File: src/rtl/audclk_pkg.sv
package audclk_pkg;

    typedef enum logic [1:0] {
        ST_IDLE   = 2'd0,
        ST_MASTER = 2'd1,
        ST_SLAVE  = 2'd2
    } mode_state_e;

    typedef struct packed {
        logic       div4;
        logic [1:0] frame_sel;
        logic [1:0] word_sel;
        logic       bclk_inv;
        logic       lr_inv;
        logic       master;
        logic       no_gate;
    } clk_cfg_t;

    // Slots in one frame half.
    function automatic int unsigned half_len(input logic [1:0] sel);
        unique case (sel)
            2'd0:    return 16;
            2'd1:    return 32;
            default: return 64;
        endcase
    endfunction

    // Slots that carry sample bits.
    function automatic int unsigned word_len(input logic [1:0] sel);
        unique case (sel)
            2'd0:    return 16;
            2'd1:    return 24;
            default: return 32;
        endcase
    endfunction

endpackage

File: src/rtl/bitclk_divider.sv
module bitclk_divider #(
    parameter int DIV_W = 2
) (
    input  logic clk,
    input  logic rst_n,
    input  logic run,
    input  logic div4,
    output logic slot_start,
    output logic slot_end,
    output logic raw_high
);
    logic [DIV_W-1:0] cnt_q;
    logic [DIV_W-1:0] last;
    logic [DIV_W-1:0] mid;

    assign last = div4 ? DIV_W'(3) : DIV_W'(1);
    assign mid  = div4 ? DIV_W'(2) : DIV_W'(1);

    always_ff @(posedge clk or negedge rst_n) begin
        if (!rst_n) begin
            cnt_q <= '0;
        end else if (!run || cnt_q == last) begin
            cnt_q <= '0;
        end else begin
            cnt_q <= cnt_q + DIV_W'(1);
        end
    end

    assign slot_start = run && (cnt_q == '0);
    assign slot_end   = run && (cnt_q == last);
    assign raw_high   = run && (cnt_q >= mid);
endmodule

File: src/rtl/frame_sequencer.sv
module frame_sequencer #(
    parameter int SLOT_W = 6
) (
    input  logic              clk,
    input  logic              rst_n,
    input  logic              run,
    input  logic              slot_end,
    input  logic [SLOT_W-1:0] half_last,
    input  logic [SLOT_W:0]   word_slots,
    output logic              lr_raw,
    output logic              slot_active,
    output logic              first_slot
);
    logic [SLOT_W-1:0] slot_q;
    logic              lr_q;
    logic              wrap;

    assign wrap = slot_end && (slot_q == half_last);

    always_ff @(posedge clk or negedge rst_n) begin
        if (!rst_n) begin
            slot_q <= '0;
            lr_q   <= 1'b0;
        end else if (!run) begin
            slot_q <= '0;
            lr_q   <= 1'b0;
        end else if (wrap) begin
            slot_q <= '0;
            lr_q   <= ~lr_q;
        end else if (slot_end) begin
            slot_q <= slot_q + SLOT_W'(1);
        end
    end

    assign lr_raw      = lr_q;
    assign slot_active = ({1'b0, slot_q} < word_slots);
    assign first_slot  = (slot_q == '0);
endmodule

File: src/rtl/slave_edge_detect.sv
module slave_edge_detect #(
    parameter int STAGES = 2
) (
    input  logic clk,
    input  logic rst_n,
    input  logic ext_bclk,
    input  logic ext_lrclk,
    input  logic launch_rise,
    output logic bit_edge,
    output logic lr_edge
);
    logic [1:0] ext_in;
    logic [1:0] cur;
    logic [1:0] prev;

    assign ext_in = {ext_lrclk, ext_bclk};

    for (genvar g = 0; g < 2; g++) begin : g_sync
        logic [STAGES:0] sh_q;
        always_ff @(posedge clk or negedge rst_n) begin
            if (!rst_n) sh_q <= '0;
            else        sh_q <= {sh_q[STAGES-1:0], ext_in[g]};
        end
        assign cur[g]  = sh_q[STAGES-1];
        assign prev[g] = sh_q[STAGES];
    end

    assign bit_edge = launch_rise ? (cur[0] & ~prev[0]) : (~cur[0] & prev[0]);
    assign lr_edge  = cur[1] ^ prev[1];
endmodule

File: src/rtl/audclk_gen.sv
module audclk_gen
    import audclk_pkg::*;
#(
    parameter int DIV_W       = 2,
    parameter int SLOT_W      = 6,
    parameter int SYNC_STAGES = 2
) (
    input  logic       clk,
    input  logic       rst_n,
    input  logic       enable,
    input  logic       div_sel,
    input  logic [1:0] frame_sel,
    input  logic [1:0] word_sel,
    input  logic       bclk_inv,
    input  logic       lrclk_inv,
    input  logic       master_mode,
    input  logic       gate_off,
    input  logic       ext_bclk,
    input  logic       ext_lrclk,
    output logic       bclk,
    output logic       lrclk,
    output logic       bit_stb,
    output logic       half_stb
);
    localparam int LEN_W = SLOT_W + 1;

    mode_state_e state_q, state_d;
    clk_cfg_t    cfg_q, cfg_in;

    logic              master_run;
    logic              slot_start, slot_end, raw_high;
    logic              lr_raw, slot_active, first_slot;
    logic              s_bit_edge, s_lr_edge;
    logic [LEN_W-1:0]  half_slots, word_slots;
    logic [SLOT_W-1:0] half_last;

    assign cfg_in = '{div4:      div_sel,
                      frame_sel: frame_sel,
                      word_sel:  word_sel,
                      bclk_inv:  bclk_inv,
                      lr_inv:    lrclk_inv,
                      master:    master_mode,
                      no_gate:   gate_off};

    // configuration capture, idle only
    always_ff @(posedge clk or negedge rst_n) begin
        if (!rst_n)                             cfg_q <= '0;
        else if (state_q == ST_IDLE && !enable) cfg_q <= cfg_in;
    end

    // state register
    always_ff @(posedge clk or negedge rst_n) begin
        if (!rst_n) state_q <= ST_IDLE;
        else        state_q <= state_d;
    end

    // transitions: start (idle -> master/slave), stop (running -> idle)
    always_comb begin
        state_d = state_q;
        unique case (state_q)
            ST_IDLE:   if (enable)  state_d = cfg_q.master ? ST_MASTER : ST_SLAVE;
            ST_MASTER: if (!enable) state_d = ST_IDLE;
            ST_SLAVE:  if (!enable) state_d = ST_IDLE;
            default:                state_d = ST_IDLE;
        endcase
    end

    assign master_run = (state_q == ST_MASTER);
    assign half_slots = LEN_W'(half_len(cfg_q.frame_sel));
    assign word_slots = LEN_W'(word_len(cfg_q.word_sel));
    assign half_last  = half_slots[SLOT_W-1:0] - SLOT_W'(1);

    bitclk_divider #(.DIV_W(DIV_W)) u_div (
        .clk        (clk),
        .rst_n      (rst_n),
        .run        (master_run),
        .div4       (cfg_q.div4),
        .slot_start (slot_start),
        .slot_end   (slot_end),
        .raw_high   (raw_high)
    );

    frame_sequencer #(.SLOT_W(SLOT_W)) u_seq (
        .clk         (clk),
        .rst_n       (rst_n),
        .run         (master_run),
        .slot_end    (slot_end),
        .half_last   (half_last),
        .word_slots  (word_slots),
        .lr_raw      (lr_raw),
        .slot_active (slot_active),
        .first_slot  (first_slot)
    );

    slave_edge_detect #(.STAGES(SYNC_STAGES)) u_sync (
        .clk         (clk),
        .rst_n       (rst_n),
        .ext_bclk    (ext_bclk),
        .ext_lrclk   (ext_lrclk),
        .launch_rise (cfg_q.bclk_inv),
        .bit_edge    (s_bit_edge),
        .lr_edge     (s_lr_edge)
    );

    // outputs per state
    always_comb begin
        unique case (state_q)
            ST_MASTER: begin
                bclk     = (raw_high & (slot_active | cfg_q.no_gate)) ^ cfg_q.bclk_inv;
                lrclk    = lr_raw ^ cfg_q.lr_inv;
                bit_stb  = slot_start;
                half_stb = slot_start & first_slot;
            end
            ST_SLAVE: begin
                bclk     = ext_bclk;
                lrclk    = ext_lrclk;
                bit_stb  = s_bit_edge;
                half_stb = s_lr_edge;
            end
            default: begin
                bclk     = cfg_q.bclk_inv;
                lrclk    = cfg_q.lr_inv;
                bit_stb  = 1'b0;
                half_stb = 1'b0;
            end
        endcase
    end
endmodule

File: config.mk
export PLATFORM = sky130hd
export DESIGN_NAME = audclk_gen
export DESIGN_NICKNAME = d
export VERILOG_FILES = /design/src/rtl/audclk_pkg.sv /design/src/rtl/bitclk_divider.sv /design/src/rtl/frame_sequencer.sv /design/src/rtl/slave_edge_detect.sv /design/src/rtl/audclk_gen.sv
export SDC_FILE = /design/constraint.sdc
export NUM_CORES = 1
export LEC_CHECK = 0
export BUFFER_PORTS_ARGS = -buffer_cell sky130_fd_sc_hd__buf_4
export CORE_UTILIZATION = 50
export DETAILED_ROUTE_END_ITERATION = 7
export PLACE_DENSITY = 0.7
export SKIP_LAST_GASP = 1
export SYNTH_ARGS = -nofsm -noshare
export SYNTH_HDL_FRONTEND = slang
export SYNTH_SLANG_ARGS = --single-unit
export TNS_END_PERCENT = 100
File: constraint.sdc
create_clock -name clk -period 1.6 [get_ports clk]
set_input_delay 0.32 -clock clk [delete_from_list [all_inputs] [get_ports clk]]
set_output_delay 0.32 -clock clk [all_outputs]
set_load 0.03 [all_outputs]
==> metrics <==
syn_area_per_cell=between 10 and 15 sq um; Avg WL per Cell=roughly 15 um; clk_lat worst skew=between 0.3 and 0.4 ns; top cell type by total area after synthesis=dfrtp_1; max_cap viols=0; First DRT Iteration DRCs=17; flops & latches, synth=26; Final Skew=0.0139 ns; drt via density=approximately 5.5; maximum vdd drop=between 1 and 1.5 mV; initial antenna violation count=0; CTS tree=built; share of the clock period used by the worst path=130%; Critical Path, Cell by Cell=inv_2 > ha_4 > a21oi_2 > o22ai_2 > o31a_1 > o21ai_2 > buf_6; Core ar.=~2500 sq um; Pwr Density=around 1500 nW/um^2; ratio of cells with drive above 1 in the final layout=a little under half; worst slack, placed=-0.213 ns; final wirelength=a little under 3000 um; setup violators final=5; post-detail-place hpwl=about 2000 um; Worst Hold Class=in -> reg; pins over their slew limit=0; CP Class=reg -> out; Post-synth EDFFs=0; Total Routing Usage GR=between 20 and 25%; post-layout minimum cycle time=roughly 2.1 ns; status=finished with violations; CTS Buf Count=3; Post-Syn Nets=roughly 150; Synth Flop Type=dfrtp_1; Setup crit end=bclk; clk root buf=clkbuf_4; count of buffers from port buffering=17; Site Rows=18; largest net degree at the start of global routing=27; Die Ht=between 50 and 60 um; first-pass GRT wire length=between 4000 and 5000 um; unrepaired setup endpoints after global routing=yes; Reg2Reg Setup Slack=-0.05 ns; clock sinks=26; chip width=between 50 and 60 um; synthesized area=around 1400 sq um; Area contributors post-synth=dfrtp_1 (48%), ha_1 (9.2%), mux2_2 (5.0%); vias in the first global route=1002; failing checks=negative setup slack; relative slew slack=77.7%; number of diodes=0; Crit path max-delay family=compound AO/OA/AOI/OAI gates; reg2reg end=u_seq.slot_q[4]; CP Depth=7; final hold vios=0; Final Net Count=approximately 190; GPL Wtd Cong=0.720; Leak=~0.00084 uW; CP max stage cell=dfrtp_1; YS warnings=0; critical path buffer and inverter count=2; hold path cells=1; crit end category=output pin; Die Footprint=around 2900 sq um; Post-synth ARST share=100%; CP startpoint kind=register; vias=1084; initial core utilization=53.7%; CP max stage delay=approximately 0.43 ns; Reg clk slew, reported paths=~0.15 ns; Residual DRC=0; top-area cell type share of the netlist area=around half; Synth top cells by count=dfrtp_1 (26), nand2_1 (14), ha_1 (10), o21ai_0 (10), inv_1 (9); Post-Synthesis Cells=between 100 and 150; fmax=between 400 and 500 MHz; DR pass1 iterations=4; final worst slack=-0.483 ns; clk buf depth=2; ANT nets after route=0; Setup crit start=cfg_q[5]; register area share after synthesis=48.1%; Distinct cells, synth=38; Pwr Total=2900 uW; total gr overflow=0; Worst Path Arrival=around 1.8 ns; count leader, synth=dfrtp_1; H-tree depth=1; Max FO, Critical Path=2; worst-margin pin slew=~0.33 ns; Area Overhead vs Synth=42.2%; RR Startpoint=u_div.cnt_q[1]; R2R cell count=5; IO Pins=18; CP Data Required Time=approximately 1.3 ns
==> where the power goes <==
part	switching, uW	leakage, uW	total [uW]	internal (uW)
Sequential	140	0.000328	945	805
Combinational	703	0.000484	1500	793
Clock	208	0.0000279	462	254
Total	1050	0.000841	2900	1850
==> metrics by stage <==
stage          instances  hold WS [ns]  instance area (sq um)  TNS (ns)  utilization (%)
6_report             198        0.0862                   1930     -1.51             76.3
5_1_grt              198        0.0837                   1930     -1.92             76.3
4_1_cts              195        0.0906                   1830     -1.45             72.4
3_5_place_dp         187         0.248                   1630    -0.298             64.8
3_3_place_gp         187         0.245                   1630    -0.202             64.8
2_1_floorplan        129        0.0244                   1370    -0.137                -
==> how the worst min path moves through the flow <==
| stage | end | slack [ns] | startpoint |
|---|---|---|---|
| after global routing | u_sync.g_sync[0].sh_q[0] | 0.08 | ext_bclk |
| after global placement | u_div.cnt_q[1] | 0.24 | rst_n |
| after detailed placement | cfg_q[8] | 0.25 | rst_n |
| after floorplan | cfg_q[0] | 0.02 | rst_n |
| final | u_sync.g_sync[0].sh_q[0] | 0.09 | ext_bclk |
| after CTS | u_sync.g_sync[1].sh_q[0] | 0.09 | ext_lrclk |
==> layer usage <==
metal	GRT usage (%)	vias to the layer above	share of wire (%)
met2	36.8	27	49
met5	0	-	0
met1	30.2	527	47
met3	2.54	4	2.8
met4	7.69	0	0.74
li1	-	526	-
==> area by class of cell <==
class,instances,area (sq um)
clock buffer,3,22.5
clock inverter,1,30.0
fill,179,597
timing repair buffer,39,333
multi-input combinational,90,818
tap,30,37.5
sequential,26,651
inverter,9,33.8
==> placed cells by master (no fill, tap or decap), types with 2 or more instances in the layout <==
cell      count
buf_4        28
dfrtp_1      26
nand2_1      10
buf_6        10
o21ai_0       7
inv_1         6
mux2_2        6
ha_4          5
nand3_1       4
ha_1          4
inv_2         3
nand2_4       3
nor3b_1       3
a21oi_2       3
nand3b_1      3
xnor2_1       3
clkbuf_4      3
o21ai_2       2
nand2_2       2
nand2b_1      2
nor2_1        2
nor2b_1       2
a21boi_0      2
nor3_2        2
==> cells by family after synthesis <==
| family | Yosys count | share of synthesized area (%) |
|---|---|---|
| adder cells (fa/ha/maj) | 10 | 9.24 |
| AO/OA/AOI/OAI | 24 | 11.3 |
| XOR/XNOR | 4 | 2.59 |
| AND/OR/NAND/NOR | 45 | 19.4 |
| buffers and inverters | 13 | 3.70 |
| multiplexers | 7 | 5.73 |
| flip-flops | 26 | 48.1 |
==> sequential cells by signal (all words and copies together), names as in the netlist <==
register and cells:
cfg_q 9, state_q 2, u_seq.slot_q 6, u_div.cnt_q 2
u_sync.g_sync.sh_q 6, u_seq.lr_raw 1
==> repair_timing <==
item	in CTS	in global routing
setup endpoints to repair	6	9
endpoints found under the hold margin	26	0
hold buffers	1	0
pin swaps	8	9
setup buffers	3	4
resized for setup	23	18
No activity file was read; power rests on OpenSTA's default activity.
